`src/rtl/burst_seq_pkg.sv`:
```
package burst_seq_pkg;

  typedef enum logic [1:0] {
    PS_ACTIVE = 2'd0,
    PS_ENTER  = 2'd1,
    PS_SLEEP  = 2'd2,
    PS_EXIT   = 2'd3
  } pwr_state_t;

  // Low two bits for a given beat; interleave picks XOR order, else mod-4 add.
  function automatic logic [1:0] beat_low(input logic [1:0] start,
                                          input logic [1:0] beat,
                                          input logic       interleave);
    logic [1:0] r;
    if (interleave) r = start ^ beat;
    else            r = start + beat;
    return r;
  endfunction

endpackage

```
`src/rtl/bseq_sync.sv`:
```
module bseq_sync #(
  parameter int STAGES = 2
) (
  input  logic clk,
  input  logic rst_n,
  input  logic d,
  output logic q
);
  logic [STAGES-1:0] chain;

  generate
    if (STAGES == 1) begin : g_one
      always_ff @(posedge clk) begin
        if (!rst_n) chain <= '0;
        else        chain <= d;
      end
    end else begin : g_many
      always_ff @(posedge clk) begin
        if (!rst_n) chain <= '0;
        else        chain <= {chain[STAGES-2:0], d};
      end
    end
  endgenerate

  assign q = chain[STAGES-1];
endmodule

```
`src/rtl/bseq_pwr.sv`:
```
module bseq_pwr
  import burst_seq_pkg::*;
#(
  parameter int ENTER_CYC = 2,
  parameter int EXIT_CYC  = 2,
  parameter int REC_CYC   = 2
) (
  input  logic clk,
  input  logic rst_n,
  input  logic req,
  output logic active,
  output logic ready,
  output logic asleep
);
  localparam int PMAX = (ENTER_CYC > EXIT_CYC) ? ENTER_CYC : EXIT_CYC;
  localparam int PW   = $clog2(PMAX + 1);
  localparam int RW   = $clog2(REC_CYC + 2);

  pwr_state_t    state;
  logic [PW-1:0] phase;
  logic [RW-1:0] rec_cnt;

  always_ff @(posedge clk) begin
    if (!rst_n) begin
      state   <= PS_ACTIVE;
      phase   <= '0;
      rec_cnt <= '0;
    end else begin
      case (state)
        PS_ACTIVE: begin
          if (rec_cnt != '0) rec_cnt <= rec_cnt - 1'b1;
          if (req) begin
            state   <= PS_ENTER;
            phase   <= '0;
            rec_cnt <= '0;
          end
        end
        PS_ENTER: begin
          if (phase == PW'(ENTER_CYC - 1)) state <= PS_SLEEP;
          else                             phase <= phase + 1'b1;
        end
        PS_SLEEP: begin
          if (!req) begin
            state <= PS_EXIT;
            phase <= '0;
          end
        end
        default: begin
          if (phase == PW'(EXIT_CYC - 1)) begin
            state   <= PS_ACTIVE;
            rec_cnt <= RW'(REC_CYC);
          end else begin
            phase <= phase + 1'b1;
          end
        end
      endcase
    end
  end

  assign active = (state == PS_ACTIVE);
  assign ready  = active && (rec_cnt == '0);
  assign asleep = (state == PS_SLEEP);

  a_r9_sleep_via_enter: assert property (@(posedge clk) disable iff (!rst_n)
    (state == PS_SLEEP && $past(state) != PS_SLEEP) |-> $past(state) == PS_ENTER);
  a_r10_active_via_exit: assert property (@(posedge clk) disable iff (!rst_n)
    (state == PS_ACTIVE && $past(state) != PS_ACTIVE) |-> $past(state) == PS_EXIT);
  a_r10_rec_after_exit: assert property (@(posedge clk) disable iff (!rst_n)
    (state == PS_EXIT && phase == PW'(EXIT_CYC - 1)) |=> !ready);
  a_r9_exclusive: assert property (@(posedge clk) disable iff (!rst_n)
    !(asleep && ready));
endmodule

```
`src/rtl/bseq_burst.sv`:
```
module bseq_burst
  import burst_seq_pkg::*;
#(
  parameter int AW = 20
) (
  input  logic          clk,
  input  logic          rst_n,
  input  logic          load,
  input  logic          step,
  input  logic          kill,
  input  logic [AW-1:0] start_addr,
  input  logic          interleave,
  output logic [AW-1:0] addr_out
);
  logic [AW-1:0] base;
  logic [1:0]    beat;
  logic          burst_on;
  logic          ilv;
  logic          adv_take;

  assign adv_take = step && burst_on && !load;

  always_ff @(posedge clk) begin
    if (!rst_n) begin
      base     <= '0;
      beat     <= '0;
      burst_on <= 1'b0;
      ilv      <= 1'b1;
    end else if (kill) begin
      burst_on <= 1'b0;
    end else if (load) begin
      base     <= start_addr;
      beat     <= '0;
      burst_on <= 1'b1;
      ilv      <= interleave;
    end else if (adv_take) begin
      beat <= beat + 1'b1;
    end
  end

  assign addr_out = {base[AW-1:2], beat_low(base[1:0], beat, ilv)};

  a_r5_hold: assert property (@(posedge clk) disable iff (!rst_n)
    (!load && !adv_take) |=> $stable(addr_out));
  a_r6_upper: assert property (@(posedge clk) disable iff (!rst_n)
    !load |=> $stable(addr_out[AW-1:2]));
  a_r8_reload: assert property (@(posedge clk) disable iff (!rst_n)
    (load && !kill) |=> addr_out == $past(start_addr));
  a_r4_lin_step: assert property (@(posedge clk) disable iff (!rst_n)
    (adv_take && !kill && !ilv) |=> addr_out[1:0] == $past(addr_out[1:0]) + 2'd1);
  a_r12_kill: assert property (@(posedge clk) disable iff (!rst_n)
    kill |=> !burst_on);
endmodule

```
`src/rtl/burst_addr_seq.sv`:
```
module burst_addr_seq
  import burst_seq_pkg::*;
#(
  parameter int AW        = 20,
  parameter int NCE       = 3,
  parameter int ENTER_CYC = 2,
  parameter int EXIT_CYC  = 2,
  parameter int REC_CYC   = 2
) (
  input  logic           clk,
  input  logic           rst_n,
  input  logic [AW-1:0]  addr_in,
  input  logic [NCE-1:0] sel_n,
  input  logic           ads_a_n,
  input  logic           ads_b_n,
  input  logic           adv_n,
  input  logic           order_sel,
  input  logic           sleep_req,
  output logic [AW-1:0]  addr_out,
  output logic           ready,
  output logic           asleep,
  output logic           strobe_err
);
  logic req_s;
  logic pwr_active;
  logic sel_ok;
  logic strobe_any;
  logic load_ev;
  logic step_ev;
  logic kill_ev;

  bseq_sync #(.STAGES(2)) u_sync (
    .clk(clk), .rst_n(rst_n), .d(sleep_req), .q(req_s)
  );

  bseq_pwr #(.ENTER_CYC(ENTER_CYC), .EXIT_CYC(EXIT_CYC), .REC_CYC(REC_CYC)) u_pwr (
    .clk(clk), .rst_n(rst_n), .req(req_s),
    .active(pwr_active), .ready(ready), .asleep(asleep)
  );

  assign sel_ok     = ~|sel_n;
  assign strobe_any = ~ads_a_n | ~ads_b_n;
  assign load_ev    = strobe_any & sel_ok & ready;
  assign step_ev    = ~adv_n & ready;
  assign kill_ev    = ~pwr_active;
  assign strobe_err = strobe_any & ~ready;

  bseq_burst #(.AW(AW)) u_burst (
    .clk(clk), .rst_n(rst_n), .load(load_ev), .step(step_ev), .kill(kill_ev),
    .start_addr(addr_in), .interleave(order_sel), .addr_out(addr_out)
  );

  a_r11_no_load_blocked: assert property (@(posedge clk) disable iff (!rst_n)
    strobe_err |=> $stable(addr_out));
  a_r7_desel_ignored: assert property (@(posedge clk) disable iff (!rst_n)
    (!sel_ok && (adv_n || !ready)) |=> $stable(addr_out));
endmodule

```
`config.mk`:
```
export PLATFORM = sky130hd
export DESIGN_NAME = burst_addr_seq
export DESIGN_NICKNAME = d
export VERILOG_FILES = /design/src/rtl/burst_seq_pkg.sv /design/src/rtl/bseq_sync.sv /design/src/rtl/bseq_pwr.sv /design/src/rtl/bseq_burst.sv /design/src/rtl/burst_addr_seq.sv
export SDC_FILE = /design/constraint.sdc
export NUM_CORES = 1
export LEC_CHECK = 0
export ABC_CLOCK_PERIOD_IN_PS = 4700
export BUFFER_PORTS_ARGS = -buffer_cell sky130_fd_sc_hd__buf_4
export CORE_MARGIN = 2
export CORE_UTILIZATION = 34
export CTS_CLUSTER_SIZE = 24
export DETAILED_ROUTE_END_ITERATION = 8
export GPL_ROUTABILITY_DRIVEN = 0
export PLACE_DENSITY = 0.67
export RECOVER_POWER = 25
export SETUP_SLACK_MARGIN = 0.02
export SYNTH_ARGS = -nofsm -noshare
export SYNTH_HDL_FRONTEND = slang
export SYNTH_SLANG_ARGS = --single-unit
```
`constraint.sdc`:
```
create_clock -name clk -period 4.7 [get_ports clk]
set_input_delay 0.235 -clock clk [delete_from_list [all_inputs] [get_ports clk]]
set_output_delay 0.235 -clock clk [all_outputs]
set_load 0.03 [all_outputs]
```
## Word level (Yosys, flattened, before mapping)

Cells that the tools add are included.

| word-level totals | value |
|---|---|
| input bits | 30 |
| flip-flop bits (word level) | 32 |
| output and inout bits | 23 |
| logic and storage cells | 65 |

| operators by class | value |
|---|---|
| bitwise gates (word level) | 11 |
| $add $sub $neg | 4 |
| mux-type cells | 15 |
| reductions and logical operators | 19 |
| equal/unequal tests | 8 |

Operators with widths:

| kind | count |
|---|---|
| 2-to-1 mux 2 bit | 12 |
| case mux 2 bit (2 select lines) | 2 |
| case mux 2 bit (3 select lines) | 1 |
| AND reduction 2 bit | 3 |
| AND reduction 3 bit | 2 |
| nonzero test 2 bit | 3 |
| inverter 1 bit | 5 |
| adder 2 x 1 -> 2 bit, second input constant | 2 |
| bitwise AND 1 bit | 4 |
| == test 2 x 1 -> 1 bit, second input constant | 2 |
| zero test 2 bit | 2 |
| inequality test 2 bit, second input constant | 2 |
| AND reduction 4 bit | 1 |
| logical AND 1 bit | 3 |
| inequality test 3 x 2 -> 1 bit, second input constant | 1 |
| inequality test 3 bit, second input constant | 1 |
| nonzero test 3 bit | 1 |
| OR reduction 3 bit | 1 |
| adder 2 bit | 1 |
| == test 2 bit, second input constant | 1 |
| zero test 1 bit | 2 |
| inequality test 2 x 1 -> 1 bit, second input constant | 1 |
| OR reduction 2 bit | 1 |
| subtractor 2 x 1 -> 2 bit, second input constant | 1 |
| 2 further kinds | 2 |

## Logic depth before layout (Yosys ltp)

| depth | value |
|---|---|
| word-level depth | 8 |
| depth in mapped cells | 6 |

## Cells and area by module

Synthesis repeated with hierarchy kept, for this count alone.

| second synthesis, totals | value |
|---|---|
| cells, all modules | 190 |
| area, all modules | 1616.6 um^2 |

By module, submodules not included:

| module | sequential area each (um^2) | cells an instance | area each (um^2) | instances |
|---|---|---|---|---|
| bseq_burst | 480.5 | 129 | 1082.3 | 1 |
| bseq_pwr | 120.1 | 52 | 451.7 | 1 |
| bseq_sync | 40.0 | 4 | 52.6 | 1 |
| burst_addr_seq | 0.0 | 5 | 30.0 | 1 |

## Worst setup path after synthesis

No wires, ideal clock.

| path | value |
|---|---|
| kind | flip-flop to output port |
| from | register u_pwr.state[0] |
| to | output port strobe_err |
| path buffers | 0 |
| arrival | 1.443 ns |
| cell stages (with the launch flop) | 5 |
| path slack | 3.022 ns |
| cell sequence | dfxtp_1 > inv_1 > ha_1 > and2_1 > a21oi_1 |

| between the ends | value |
|---|---|
| cells in the longest elaborated chain, start to end | 4 |

RTL lines:

| what | RTL line | text |
|---|---|---|
| start: declaration | bseq_pwr.sv:19 | `pwr_state_t state;` |
| start signal: assignment | bseq_pwr.sv:25 | `state <= PS_ACTIVE;` |
| start signal: assignment | bseq_pwr.sv:33 | `state <= PS_ENTER;` |
| start signal: assignment | bseq_pwr.sv:39 | `if (phase == PW'(ENTER_CYC - 1)) state <= PS_SLEEP;` |
| zero test 2 bit | bseq_pwr.sv:60 | `assign active = (state == PS_ACTIVE);` |
| logical AND 1 bit | bseq_pwr.sv:61 | `assign ready = active && (rec_cnt == '0);` |
| via ready | burst_addr_seq.sv:20 | `output logic ready,` |
| inverter 1 bit | burst_addr_seq.sv:46 | `assign strobe_err = strobe_any & ~ready;` |
| bitwise AND 1 bit | burst_addr_seq.sv:46 |  |
| end: declaration | burst_addr_seq.sv:22 | `output logic strobe_err` |

The timed path passes the listed nets, and every way through them passes these cells.

## Worst setup path in the final report

| path | value |
|---|---|
| from | register u_pwr.state[0] |
| to | register u_burst.base[19] |

| between the ends | value |
|---|---|
| cells in the longest elaborated chain, start to end | 4 |

RTL lines:

| what | RTL line | text |
|---|---|---|
| zero test 2 bit (*) | bseq_pwr.sv:60 |  |
| logical AND 1 bit | bseq_pwr.sv:61 |  |
| bitwise AND 1 bit | burst_addr_seq.sv:43 | `assign load_ev = strobe_any & sel_ok & ready;` |
| AND reduction 2 bit (no source line) (*) | - |  |
| end signal: assignment | bseq_burst.sv:32 | `base <= start_addr;` |
| end: declaration | bseq_burst.sv:15 | `logic [AW-1:0] base;` |

Mark *: on every way between the ends. The rest lies on a longest branch, timed or not.
A chain may end at the register's enable or synchronous reset.

==> flow_metrics.env <==
export IMPL_min_period_ns=2.100
export IMPL_setup_viol=0
export IMPL_fmax_ghz=0.4761
export IMPL_avgRoutedWirePerCell_um=12.94
export IMPL_cts_resized=0
export IMPL_synth_top_family_by_area="compound AO/OA/AOI/OAI gates"
export IMPL_htreeDepth=2
export IMPL_synthXorXnorAreaFrac_pct=1.660
export IMPL_cts_inserted_buffers=5
export IMPL_grt_max_degree=25
export IMPL_synth_compound_area_share_pct=20.71
export IMPL_tightest_slew_ns=1.049
export IMPL_cts_hold_buf=0
export IMPL_layout_nets=254
export IMPL_drv_slew=0
export IMPL_p_total_uw=846.0
export IMPL_grtUsageTotal_pct=13.91
export IMPL_synth_top_cells_by_count="dfxtp_1 (32), a21oi_1 (28), o21ai_0 (24), nand3_1 (22), buf_4 (18)"
export IMPL_path_clk_slew_ns=0.06
export IMPL_ios=53
export IMPL_cap_violations=0
export IMPL_holdWs_ns=0.1671
export IMPL_fin_tns_setup_ns=0
export IMPL_die_area_um2=5217
export IMPL_timing_final_crit_share_pct=44.69
export IMPL_drt_pass1_iterations=4
export IMPL_synth_simple_gate_area_share_pct=15.57
export IMPL_rsz0062_at_grt="no"
export IMPL_layout_drive_gt1_share_pct=23.61
export IMPL_syn_inst=187
export IMPL_drc=0
export IMPL_post_drt_via_cell_ratio=5.108
export IMPL_status="finished, final reports clean"
export IMPL_critPathMaxFanout=22
export IMPL_ys_ff_latch=32
export IMPL_cp_start_kind="register"
export IMPL_cts_tree="done"
export IMPL_netlist_area_leader_share_pct=40.47
export IMPL_p_leak_uw=0.0007287
export IMPL_die_w_um=72.23
export IMPL_crit_required_ns=4.83
export IMPL_antenna_cells=0
export IMPL_core_area_um2=4414
export IMPL_antenna_found_initial=0
export IMPL_async_flop_share_pct=0
export IMPL_r2r_start="u_pwr.state[0]$_SDFFE_PN0P_"
export IMPL_post_cts_setup_buffers=0
export IMPL_grt_pass1_wl_mm=5.658
export IMPL_synth_nets=225
export IMPL_layoutNonFillerInstCount=268
export IMPL_grt_overflow_total=0
export IMPL_drt_iter0_drc=127
export IMPL_peakVddDrop_v=0.0001421
export IMPL_hpwl_mm=2.456
export IMPL_clock_latency_ns=0.28
export IMPL_row_count=24
export IMPL_yosysTopAreaCell="dfxtp_1"
export IMPL_cp_end_kind="register"
export IMPL_netlist_area_um2=1583
export IMPL_fp_dieH_um=72.23
export IMPL_synth_flop_cell="dfxtp_1"
export IMPL_synthAdderAreaFrac_pct=6.324
export IMPL_io_buffer_count=52
export IMPL_worst_hold_startpoint="sleep_req"
export IMPL_power_density_nw_per_um2=447.2
export IMPL_start_util_pct=35.86
export IMPL_yosysMostFrequentCell="dfxtp_1"
export IMPL_syn_area_per_cell_um2=8.464
export IMPL_ys_warn_count=0
export IMPL_max_slew_margin_pct=30.06
export IMPL_synth_mux_area_fraction_pct=1.344
export IMPL_wl_mm=3.467
export IMPL_hold_violations=0
export IMPL_synth_seq_area_share_pct=40.47
export IMPL_area_delta_synth_final_pct=19.53
export IMPL_worst_setup_path_type="reg -> reg"
export IMPL_skew_ns=0.002780
export IMPL_dp_cells=261
export IMPL_arrival_ns=2.23
export IMPL_synth_edf_count=0
export IMPL_grt_pass1_vias=1266
export IMPL_startpoint="u_pwr.state[0]$_SDFFE_PN0P_"
export IMPL_synth_cell_types=34
export IMPL_cts_buffer_depth=2
export IMPL_vias=1369
export IMPL_clockRootBuffer="clkbuf_8"
export IMPL_postRouteAntennaNets=0
export IMPL_synth_area_leaders="dfxtp_1 (40%), a21oi_1 (8.9%), buf_4 (8.5%)"
export IMPL_numClockSinks=32
export IMPL_hp_class="in -> reg"
[metrics by stage]
stage	worst slack [ns]	cell area, µm²	util, %
finish	2.600	1892	42.86
global route	2.361	1892	42.86
CTS	2.564	1937	43.88
detailed placement	2.544	1859	42.12
global placement	2.719	1859	42.12
floorplan	3.022	1583	-
[sequential cells by signal, summed over array words and instances (netlist names)]
| register | count |
|---|---|
| u_burst.burst_on | 1 |
| u_burst.ilv | 1 |
| u_sync.chain | 2 |
| u_burst.beat | 2 |
| u_pwr.rec_cnt | 2 |
| u_pwr.phase | 2 |
| u_burst.base | 20 |
| u_pwr.state | 2 |
[worst paths after layout]
kind	to	slack, ns	depth (start not counted)
worst max-delay path	u_burst.base[19]$_SDFFE_PN0P_	2.60	5
worst min-delay path	u_sync.chain[0]$_SDFF_PN0_	0.17	2
worst max register to register	u_burst.base[19]$_SDFFE_PN0P_	2.60	5
worst min register to register	u_sync.chain[1]$_SDFF_PN0_	0.45	1
[cell usage in the layout (no fill, tap or decap), drive strengths merged, types with 3 or more instances in the layout]
| master | synthesis | routed |
|---|---|---|
| and2 | 3 | 3 |
| o21ai | 27 | 27 |
| clkbuf | 9 | 18 |
| inv | 10 | 10 |
| dfxtp | 32 | 32 |
| buf | 21 | 40 |
| ha | 8 | 8 |
| xnor2 | 3 | 3 |
| a21oi | 28 | 28 |
| nand3 | 22 | 22 |
[worst max-delay path, cell delays in order (launching register included)]
cell       delay (ns)
dfxtp_1          0.33
inv_1            0.10
ha_1             0.30
nand4bb_1        0.69
o21ai_0          0.43
a21oi_1          0.11
[layout make-up]
class	instances	area [µm²]
Clock buffer	6	72.57
Tap cell	52	65.06
Sequential cell	32	640.6
Fill cell	449	2522
Inverter	10	37.54
Multi-Input combinational cell	115	725.7
Timing Repair Buffer	52	345.3
Clock inverter	1	5.005
[metal layers]
| layer | share of wire [%] | vias to the layer above | track usage, % |
|---|---|---|---|
| met1 | 44 | 631 | 17.33 |
| met2 | 48 | 39 | 21.71 |
| met4 | 1.2 | 0 | 6.289 |
| met5 | 0 | - | 0 |
| li1 | - | 695 | - |
| met3 | 6.8 | 4 | 4.722 |
[kinds of logic after synthesis]
logic type	after synthesis
flip-flops	32
AND/OR/NAND/NOR	41
adder cells (fa/ha/maj)	8
buffers and inverters	40
XOR/XNOR	3
multiplexers	2
AO/OA/AOI/OAI	61
[report_power, final]
part / internal [µW] / switching, µW
Sequential: 300 / 15.2
Clock: 100 / 92.9
Combinational: 135 / 203
Total: 535 / 311
Note: power is estimated with default switching activity, not from simulation.
